## src/rtl/clk_tree_pkg.sv

```systemverilog
package clk_tree_pkg;

  localparam int unsigned RATIO_W    = 10;
  localparam int unsigned CORE_SEL_W = 4;
  localparam int unsigned BUS_SEL_W  = 3;
  localparam int unsigned CONV_SEL_W = 2;
  localparam int unsigned SYS_RATIO  = 8;
  localparam int unsigned CONV_RESET = 2;

  typedef logic [RATIO_W-1:0] ratio_t;

  // Core select code to division ratio; codes past the table saturate.
  function automatic ratio_t core_ratio(input logic [CORE_SEL_W-1:0] code);
    ratio_t r;
    case (code)
      4'd0:    r = ratio_t'(1);
      4'd1:    r = ratio_t'(2);
      4'd2:    r = ratio_t'(4);
      4'd3:    r = ratio_t'(8);
      4'd4:    r = ratio_t'(16);
      4'd5:    r = ratio_t'(64);
      4'd6:    r = ratio_t'(128);
      4'd7:    r = ratio_t'(256);
      default: r = ratio_t'(512);
    endcase
    return r;
  endfunction

  function automatic ratio_t bus_ratio(input logic [BUS_SEL_W-1:0] code);
    ratio_t r;
    case (code)
      3'd0:    r = ratio_t'(1);
      3'd1:    r = ratio_t'(2);
      3'd2:    r = ratio_t'(4);
      3'd3:    r = ratio_t'(8);
      default: r = ratio_t'(16);
    endcase
    return r;
  endfunction

  // Timer ticks run at twice the bus rate unless the bus is undivided.
  function automatic ratio_t tmr_ratio(input ratio_t bus_r);
    return (bus_r == ratio_t'(1)) ? ratio_t'(1) : (bus_r >> 1);
  endfunction

  function automatic ratio_t conv_ratio(input logic [CONV_SEL_W-1:0] code);
    return ratio_t'({code, 1'b0}) + ratio_t'(2);
  endfunction

endpackage

```

## src/rtl/clk_rst_sync.sv

```systemverilog
module clk_rst_sync (
  input  logic clk,
  input  logic rst_n,
  output logic rst_sync_n
);

  logic [1:0] stage_q;

  always_ff @(posedge clk or negedge rst_n) begin
    if (!rst_n) stage_q <= 2'b00;
    else        stage_q <= {stage_q[0], 1'b1};
  end

  assign rst_sync_n = stage_q[1];

endmodule

```

## src/rtl/tick_divider.sv

```systemverilog
module tick_divider
  import clk_tree_pkg::*;
#(
  parameter int unsigned RST_RATIO = 1
) (
  input  logic   clk,
  input  logic   rst_n,
  input  logic   tick_i,
  input  ratio_t ratio_i,
  output logic   tick_o
);

  localparam ratio_t START_RATIO = ratio_t'(RST_RATIO);

  ratio_t cnt_q, cnt_d;
  ratio_t ratio_q, ratio_d;
  logic   last;

  always_comb begin
    last    = (cnt_q == ratio_q - ratio_t'(1));
    cnt_d   = cnt_q;
    ratio_d = ratio_q;
    if (tick_i) begin
      if (last) begin
        cnt_d   = '0;
        ratio_d = ratio_i;   // new ratio only at terminal count
      end else begin
        cnt_d   = cnt_q + ratio_t'(1);
      end
    end
  end

  always_ff @(posedge clk or negedge rst_n) begin
    if (!rst_n) begin
      cnt_q   <= '0;
      ratio_q <= START_RATIO;
    end else if (tick_i) begin
      cnt_q   <= cnt_d;
      ratio_q <= ratio_d;
    end
  end

  assign tick_o = tick_i & last;

endmodule

```

## src/rtl/tick_gate.sv

```systemverilog
module tick_gate #(
  parameter int unsigned N = 4
) (
  input  logic         clk,
  input  logic         rst_n,
  input  logic         tick_i,
  input  logic [N-1:0] en_i,
  output logic [N-1:0] gated_o
);

  logic [N-1:0] en_q;

  always_ff @(posedge clk or negedge rst_n) begin
    if (!rst_n) en_q <= '0;
    else        en_q <= en_i;
  end

  for (genvar i = 0; i < N; i++) begin : g_bit
    assign gated_o[i] = tick_i & en_q[i];
  end

endmodule

```

## src/rtl/clk_tick_tree.sv

```systemverilog
module clk_tick_tree
  import clk_tree_pkg::*;
#(
  parameter int unsigned CORE_PERIPHS  = 3,
  parameter int unsigned BUS_A_PERIPHS = 8,
  parameter int unsigned BUS_B_PERIPHS = 6
) (
  input  logic                     clk,
  input  logic                     rst_n,
  input  logic [CORE_SEL_W-1:0]    core_div_sel,
  input  logic [BUS_SEL_W-1:0]     bus_a_div_sel,
  input  logic [BUS_SEL_W-1:0]     bus_b_div_sel,
  input  logic [CONV_SEL_W-1:0]    conv_div_sel,
  input  logic [CORE_PERIPHS-1:0]  core_en_i,
  input  logic [BUS_A_PERIPHS-1:0] bus_a_en_i,
  input  logic [BUS_B_PERIPHS-1:0] bus_b_en_i,
  output logic                     core_tick_o,
  output logic                     sys_tick_o,
  output logic                     bus_a_tick_o,
  output logic                     bus_b_tick_o,
  output logic                     tmr_a_tick_o,
  output logic                     tmr_b_tick_o,
  output logic                     conv_tick_o,
  output logic [CORE_PERIPHS-1:0]  core_gated_o,
  output logic [BUS_A_PERIPHS-1:0] bus_a_gated_o,
  output logic [BUS_B_PERIPHS-1:0] bus_b_gated_o
);

  localparam int unsigned NUM_BUS = 2;

  logic rst_int_n;
  logic core_tick;
  logic sys_tick;
  logic conv_tick;
  logic [NUM_BUS-1:0][BUS_SEL_W-1:0] bus_sel;
  logic [NUM_BUS-1:0] bus_tick;
  logic [NUM_BUS-1:0] tmr_tick;

  clk_rst_sync u_rst (
    .clk        (clk),
    .rst_n      (rst_n),
    .rst_sync_n (rst_int_n)
  );

  // Core divider advances every cycle once reset is released.
  tick_divider #(.RST_RATIO(1)) u_core_div (
    .clk     (clk),
    .rst_n   (rst_int_n),
    .tick_i  (rst_int_n),
    .ratio_i (core_ratio(core_div_sel)),
    .tick_o  (core_tick)
  );

  tick_divider #(.RST_RATIO(SYS_RATIO)) u_sys_div (
    .clk     (clk),
    .rst_n   (rst_int_n),
    .tick_i  (core_tick),
    .ratio_i (ratio_t'(SYS_RATIO)),
    .tick_o  (sys_tick)
  );

  assign bus_sel[0] = bus_a_div_sel;
  assign bus_sel[1] = bus_b_div_sel;

  for (genvar g = 0; g < NUM_BUS; g++) begin : g_bus
    tick_divider #(.RST_RATIO(1)) u_bus_div (
      .clk     (clk),
      .rst_n   (rst_int_n),
      .tick_i  (core_tick),
      .ratio_i (bus_ratio(bus_sel[g])),
      .tick_o  (bus_tick[g])
    );
    tick_divider #(.RST_RATIO(1)) u_tmr_div (
      .clk     (clk),
      .rst_n   (rst_int_n),
      .tick_i  (core_tick),
      .ratio_i (tmr_ratio(bus_ratio(bus_sel[g]))),
      .tick_o  (tmr_tick[g])
    );
  end

  tick_divider #(.RST_RATIO(CONV_RESET)) u_conv_div (
    .clk     (clk),
    .rst_n   (rst_int_n),
    .tick_i  (bus_tick[1]),
    .ratio_i (conv_ratio(conv_div_sel)),
    .tick_o  (conv_tick)
  );

  tick_gate #(.N(CORE_PERIPHS)) u_core_gate (
    .clk     (clk),
    .rst_n   (rst_int_n),
    .tick_i  (core_tick),
    .en_i    (core_en_i),
    .gated_o (core_gated_o)
  );

  tick_gate #(.N(BUS_A_PERIPHS)) u_bus_a_gate (
    .clk     (clk),
    .rst_n   (rst_int_n),
    .tick_i  (bus_tick[0]),
    .en_i    (bus_a_en_i),
    .gated_o (bus_a_gated_o)
  );

  tick_gate #(.N(BUS_B_PERIPHS)) u_bus_b_gate (
    .clk     (clk),
    .rst_n   (rst_int_n),
    .tick_i  (bus_tick[1]),
    .en_i    (bus_b_en_i),
    .gated_o (bus_b_gated_o)
  );

  assign core_tick_o  = core_tick;
  assign sys_tick_o   = sys_tick;
  assign bus_a_tick_o = bus_tick[0];
  assign bus_b_tick_o = bus_tick[1];
  assign tmr_a_tick_o = tmr_tick[0];
  assign tmr_b_tick_o = tmr_tick[1];
  assign conv_tick_o  = conv_tick;

endmodule

```

## config.mk

```make
export PLATFORM = sky130hd
export DESIGN_NAME = clk_tick_tree
export DESIGN_NICKNAME = d
export VERILOG_FILES = /design/src/rtl/clk_tree_pkg.sv /design/src/rtl/clk_rst_sync.sv /design/src/rtl/tick_divider.sv /design/src/rtl/tick_gate.sv /design/src/rtl/clk_tick_tree.sv
export SDC_FILE = /design/constraint.sdc
export NUM_CORES = 1
export LEC_CHECK = 0
export BUFFER_PORTS_ARGS = -buffer_cell sky130_fd_sc_hd__buf_2
export CELL_PAD_IN_SITES_DETAIL_PLACEMENT = 0
export CELL_PAD_IN_SITES_GLOBAL_PLACEMENT = 1
export CORE_ASPECT_RATIO = 0.9
export CORE_UTILIZATION = 45
export CTS_CLUSTER_SIZE = 30
export DETAILED_ROUTE_END_ITERATION = 12
export PLACE_DENSITY = 0.81
export SYNTH_ARGS = -nofsm -noshare
export SYNTH_HDL_FRONTEND = slang
export SYNTH_SLANG_ARGS = --single-unit
```

## constraint.sdc

```tcl
create_clock -name clk -period 5.55 [get_ports clk]
set_input_delay 0.8325 -clock clk [delete_from_list [all_inputs] [get_ports clk]]
set_output_delay 0.8325 -clock clk [all_outputs]
set_load 0.05 [all_outputs]
```

==> results of run 1 <==
==> synth_stat cells (14+ instances only) <==
| library cell | number | area [um^2] |
|---|---|---|
| nor2_1 | 44 | 165 |
| ha_1 | 19 | 238 |
| nand3_1 | 40 | 200 |
| dfrtp_1 | 113 | 2830 |
| clkbuf_1 | 17 | 63.8 |
| mux2_1 | 14 | 158 |
| xnor2_1 | 23 | 201 |
| nand2_1 | 54 | 203 |
| xor2_1 | 29 | 254 |
| and2_1 | 17 | 106 |
| and3_1 | 22 | 138 |
| o21ai_0 | 57 | 285 |
| o21ai_1 | 27 | 135 |
| nor3_1 | 21 | 105 |
| inv_1 | 26 | 97.6 |
| o31ai_1 | 18 | 135 |
| nand2b_1 | 22 | 138 |
| nand4_1 | 16 | 100 |
==> cell usage in the layout, fill, tap and decap left out, types with 9 or more instances in the layout <==
cell type	instances
xnor2_1	23
buf_2	54
o21ai_0	57
nand2b_1	22
o31ai_1	18
nand2_1	54
and2_1	17
buf_4	11
inv_1	26
nor2_1	44
clkbuf_16	17
nand4_1	16
xor2_1	29
nand3_1	40
nor3_1	21
o21ai_1	27
nor2b_1	10
dfrtp_1	112
and3_1	22
ha_1	19
or3_1	9
mux2_1	14
==> layer usage <==
metal	track usage, %	part of all wire (%)
met4	8.06	1.1
met3	3.68	3.3
met5	0	0
met1	27.8	49
met2	32.4	47
==> sequential cells by signal, indices dropped and copies added (netlist names) <==
signal                   flops
g_bus.u_bus_div.cnt_q       20
g_bus.u_tmr_div.cnt_q       20
g_bus.u_bus_div.ratio_q     10
u_conv_div.cnt_q            10
u_core_div.cnt_q            10
u_sys_div.cnt_q             10
u_core_div.ratio_q           9
g_bus.u_tmr_div.ratio_q      8
u_bus_a_gate.en_q            8
u_bus_b_gate.en_q            6
u_conv_div.ratio_q           3
u_core_gate.en_q             3
u_rst.stage_q                2
==> stage by stage <==
step	hold WS (ns)	power [mW]	instances
6_report	0.197	2.27	962
5_1_grt	0.189	2.35	962
4_1_cts	0.183	2.29	962
3_5_place_dp	0.259	1.08	930
3_3_place_gp	0.244	1.08	930
2_1_floorplan	0.331	1.04	696
==> area by class of cell <==
cell class              count  area, um^2
clock buffers              22         464
inverters                  28         105
well taps                 193         241
repair buffers             65         353
clock inverters            10         175
fillers                  1263        6440
multi-input cells         525        3390
flip-flops and latches    119        2990
==> critical path: cells and delay by family (launching register included) <==
| family | cells | cell delay, ns |
|---|---|---|
| compound gates | 2 | 0.47 |
| flops | 1 | 0.56 |
| simple gates | 5 | 1.43 |
| buf+inv | 3 | 0.57 |
| fa+ha+maj | 1 | 0.28 |
==> report_power, final <==
part | leakage [nW] | switching (mW) | internal [mW]
sequential | 1.53 | 0.0454 | 0.901
clock | 0.318 | 0.384 | 0.816
combinational | 1.67 | 0.0591 | 0.0619
total | 3.51 | 0.489 | 1.78
==> cells by family after synthesis <==
| kind of cell | count (synthesis) |
|---|---|
| and+or+nand+nor | 299 |
| AOI/OAI and AO/OA | 129 |
| DFF | 119 |
| xor gates and xnor gates | 53 |
| muxes | 24 |
| other | 1 |
| adders and majority gates | 19 |
| buffers and inverters | 52 |
==> final timing paths <==
| check | startpoint | to | slack [ns] | cells after the start |
|---|---|---|---|---|
| worst max-delay path | u_core_div.ratio_q[0] | bus_a_gated_o[4] | 0.98 | 11 |
| worst min-delay path | rst_n | u_rst.stage_q[0] | 0.20 | 1 |
| worst max register to register | u_core_div.ratio_q[0] | g_bus[1].u_tmr_div.cnt_q[5] | 1.98 | 13 |
| worst min register to register | u_rst.stage_q[1] | g_bus[0].u_bus_div.cnt_q[6] | 0.24 | 0 |
| max in group asynchronous | u_rst.stage_q[1] | u_bus_b_gate.en_q[0] | 4.16 | 1 |
| min in group clk | u_rst.stage_q[0] | u_rst.stage_q[1] | 0.35 | 0 |
==> metrics.txt, run 1 <==
Final Slew Violations=0; Crit Path Category=reg -> out; Worst Clk Skew=0.00519 ns; fmax=219 MHz; H-tree depth=4; CTS Buf Count=17; WP data required=4.72 ns; main combinational cell family by area after synthesis=simple AND/OR/NAND/NOR gates; dpl ws=approximately 1.4 ns; Total Wirelength=14100 um; fin area=a little under 0.008 mm^2; port bufs=54; cell area after synthesis=0.00659 mm^2; Mapped Avg Cell Area=9.47 um^2; # rows=41; CP Launch Type=register; Max Cap Viol=0; CP max stage cell=dfstp_2; Post-synth EDFFs=0; vias per std cell=5.46; post-CTS setup buffer count=0; clk sink count=between 100 and 150; Post-DP HPWL=9670 um; syn nets=between 700 and 800; remaining antenna violation count after routing=0; Top FF cell, synth=dfrtp_1; YS warnings=0; HP Class=in -> async; # nets final=806; Max Root-Sink Buffers=2; initial antenna violation count=0; final worst slack=a little under 1 ns; first-pass GRT wire length=around 24000 um; root buffer cell=clkbuf_16; Worst-Skew Late Latency=0.41 ns; Synth Area in XOR/XNOR=slightly above 7%; critical path capture point type=primary output; final number of setup-violating endpoints=0; outcome=complete, no violations; First-pass DRT Iterations=5; final cycle utilization of the critical path=82.4%; Core Area=roughly 0.014 mm^2; clock transition at the registers of the reported paths=0.05 ns; Final Wtd Congestion=a little over 0.8; GR Util All Layers=20.4%; Post-Synth Simple-Gate Area=24.7%; Synth Instances=696; pwr dens=294 mW/mm^2; worst vdd ir=around 0.23 mV; CTS tree=yes; Die ar.=0.0151 mm^2; pin count of the biggest net entering global routing=68; cells along the critical path=inv_1 > ha_1 > nor3b_1 > or3_1 > o311a_1 > a2111oi_4 > buf_4 > nand2_4 > nor2_2 > and2_1 > buf_2; slew margin rel.=45.3%; post_cts resized=0; initial core utilization=between 40% and 50%; Worst Max-Slew Pin Slew=0.821 ns; Distinct cells, synth=61; width of the die=about 130 um; layout cells sized above 1=15.3%; die height=117 um; via count=5253; hold-fix buffer count after cts=0; Final Hold Violating Endpoints=0; Synth Area in Compound Gates=11.8%; Syn-to-layout area delta=17.2%; Layout Utilization=~55%; I/O pin total=55; max incr delay on CP=about 0.56 ns; placed inst area=0.00708 mm^2; number of diodes=0; post-synthesis mux area share=approximately 4.0%; Adder-Cell Fraction of Synth Area=3.61%; setup TNS=0 ns; DR iter-0 viols=about 430; CP max FO=14; critical path arrival=between 3 and 4 ns; WL/cell=14.7 um; Leak Pwr=~3.5 nW; GR Overflow Total=0; sequential share of the synthesized area=45.3%; synthesized flop and latch total=119; DRC=0; FFs w/ async S/R, synth=100%; RSZ-0062 raised after global routing=no; minimum clock period=4.57 ns; number of global-route vias before repair=5058
(Power assumes the default switching activity.)
==> inputs of run 2 (changes only) <==
Settings changed: ABC_AREA set to 1, CORE_UTILIZATION 45 to 40, PLACE_DENSITY 0.81 to 0.8.
Clock period 5.55 ns to 3.8 ns, I/O delays scaled along.
==> run 2 against run 1 <==
  * Sequential share of layout area down 5.5 points
  * Cell area up 17%
  * Wire length up 20%
  * Critical path depth up 3
  * Worst setup slack worse by 0.67 ns
  * Total power up 50%
  * Clock power up 45%
  * Count of clock-buffer cells in the layout down 5
  * Synthesized area up 18%
  * Utilization down 7.6 points
==> metrics.txt, run 2 <==
Final Wtd Congestion=0.840; H-tree depth=4; Top Registers=g_bus.u_bus_div.cnt_q x20, g_bus.u_tmr_div.cnt_q x20; FFs w/ async S/R, synth=100%; syn nets=1148; post-synthesis mux area share=0%; CTS Buf Count=17; critical path capture point type=primary output; HP Class=in -> reg; GRT met3 Usage=around 4.2%; Mapped Avg Cell Area=between 7 and 8 um^2; First-pass DRT Iterations=5; number of global-route vias before repair=slightly above 6k; most frequent cells in the layout=nand2_1, inv_1, nor2_1; Worst Max-Slew Pin Slew=between 0.8 and 0.9 ns; reg2reg end=g_bus[0].u_bus_div.cnt_q[0]; pwr dens=378 mW/mm^2; Reg2Reg Depth=16; Die ar.=roughly 0.02 mm^2; Post-synth EDFFs=0; CTS tree=yes; main combinational cell family by area after synthesis=simple AND/OR/NAND/NOR gates; share of the synthesized area in the top cell type=36.3%; Total Wirelength=16900 um; dpl ws=a little under 0.5 ns; # nets final=1207; Synth Instances=1098; Worst R2R Setup Slack=1.13 ns; Final Slew Violations=0; Synth Area in Compound Gates=between 5 and 6%; clock transition at the registers of the reported paths=approximately 0.06 ns; die height=approximately 130 um; WP data required=3.23 ns; worst vdd ir=roughly 0.28 mV; first-pass GRT wire length=29000 um; root buffer cell=clkbuf_16; RSZ-0062 raised after global routing=no; Core Area=0.0192 mm^2; initial antenna violation count=0; Max Cap Viol=0; met1 Usage GRT=25.0%; layout cells sized above 1=11.4%; setup TNS=0 ns; Worst Clk Skew=between 0.009 and 0.01 ns; outcome=complete, no violations; Syn-to-layout area delta=15.5%; final cycle utilization of the critical path=91.9%; initial core utilization=between 40 and 50%; WL/cell=11.9 um; busiest grt layer=met2; final number of setup-violating endpoints=0; Synth Area in XOR/XNOR=10.0%; CP max FO=19; Leak Pwr=about 4.7 nW; Synth area leaders=dfrtp_1, nand2_1, inv_1; most common library cell in the layout ignoring fill and taps=nand2_1; Max Root-Sink Buffers=2; Crit Path Category=reg -> out; Total Power=between 3 and 4 mW; Final Hold Violating Endpoints=0; most common cell in the netlist=nand2_1; final worst slack=0.309 ns; Worst Min Path Start=bus_a_en_i[6]; pin count of the biggest net entering global routing=65; Hold Path End=u_bus_a_gate.en_q[6]; slew margin rel.=around 46%; minimum clock period=about 3.5 ns; worst reg2reg path startpoint=u_core_div.ratio_q[0]; Layout Utilization=about 47%; GR Util All Layers=a little under a fifth; synthesized flop and latch total=119; DRC=0; fmax=approximately 290 MHz; number of diodes=0; Yosys top cell by area=dfrtp_1; vias per std cell=between 4 and 5; I/O pin total=55; remaining antenna violation count after routing=0; Worst-Skew Late Latency=0.42 ns; Adder-Cell Fraction of Synth Area=3.05%; Top FF cell, synth=dfrtp_1; width of the die=149 um; Post-Synth Simple-Gate Area=around a third; hold path depth=1; cell area after synthesis=0.00779 mm^2; YS warnings=0; CP Launch Type=register; Post-DP HPWL=between 10000 and 15000 um; GR Overflow Total=0; clk sink count=119; critical path arrival=2.92 ns; via count=6686; # rows=between 40 and 50; Distinct cells, synth=37; port bufs=54; DR iter-0 viols=433; met2 Use GR=28.2%; synth cell count leaders=nand2_1, inv_1, nor2_1, dfrtp_1, xor2_1; sequential share of the synthesized area=38.3%
run 2: changes by cell type in the layout (fill, tap and decap cells not counted), moves of 12 or more:
cell and change:
and2_1 -17, and3_1 -22, inv_1 +144, mux2_1 -14, nand2_1 +246, nand2b_1 -22
nand3_1 +23, nand4_1 +12, nor2_1 +79, o21ai_1 -16, o31ai_1 -15, xor2_1 +37
run 2: per-layer routing:
| layer | routed length (um) | vias to the layer above |
|---|---|---|
| met3 | 649 | 17 |
| met1 | 8620 | 3014 |
| li1 | - | 3539 |
| met5 | 0 | - |
| met2 | 7440 | 116 |
| met4 | 184 | 0 |
run 2: layout make-up:
class	instances	area, um^2
Clock buffer	17	425
Clock inverter	15	203
Fill cell	1923	10200
Inverter	172	646
Multi-Input combinational cell	781	4040
Sequential cell	119	2990
Tap cell	250	313
Timing Repair Buffer	66	388
run 2: kinds of logic after synthesis:
family,Yosys count
xor gates and xnor gates,89
buffers and inverters,198
adders and majority gates,19
AOI/OAI and AO/OA,89
DFF,119
and+or+nand+nor,583
other,1
run 2: critical path, stage by stage, from the launching register on:
cell and delay [ns]:
dfstp_2 0.55, inv_1 0.07, ha_1 0.22, nand2_1 0.07, nor2_1 0.05, ha_1 0.29, xnor2_1 0.14, nor2_1 0.13
nand2_1 0.06, nor2_1 0.09, nand4_1 0.07, nor2_1 0.19, nand2_4 0.17, nor2_1 0.13, buf_2 0.27
run 2: how the worst max path moves through the flow:
stage                             startpoint  slack [ns]               end
6_report       g_bus[0].u_bus_div.ratio_q[0]        0.31  bus_a_gated_o[6]
4_1_cts        g_bus[1].u_bus_div.ratio_q[0]        0.03  bus_b_gated_o[3]
3_3_place_gp   g_bus[1].u_bus_div.ratio_q[0]        0.57  bus_b_gated_o[2]
5_1_grt        g_bus[0].u_bus_div.ratio_q[0]        0.07  bus_a_gated_o[1]
3_5_place_dp   g_bus[1].u_bus_div.ratio_q[0]        0.49  bus_b_gated_o[3]
2_1_floorplan  g_bus[1].u_bus_div.ratio_q[0]        0.37  bus_b_gated_o[0]
run 2: timing repair:
item / CTS / global route
buffers inserted: 0 / 3
gates resized for setup: 0 / 2
hold buffers: 1 / 0
hold endpoints to repair: 2 / 0
setup endpoints to repair: 0 / 16
run 2: where the power goes:
part,leakage [nW],switching [mW],internal [mW],total (mW)
clock,0.304,0.638,1.10,1.74
sequential,1.42,0.0530,1.32,1.37
combinational,2.97,0.183,0.111,0.294
total,4.70,0.874,2.53,3.41
run 2: per-stage QoR:
stage / std cells / instance area, um^2 / hold WS, ns
after floorplan: 1098 / 7800 / 0.274
after global placement: 1384 / 8310 / 0.327
after detailed placement: 1384 / 8310 / 0.338
after CTS: 1417 / 8950 / 0.228
after global routing: 1420 / 9000 / 0.226
final: 1420 / 9000 / 0.248
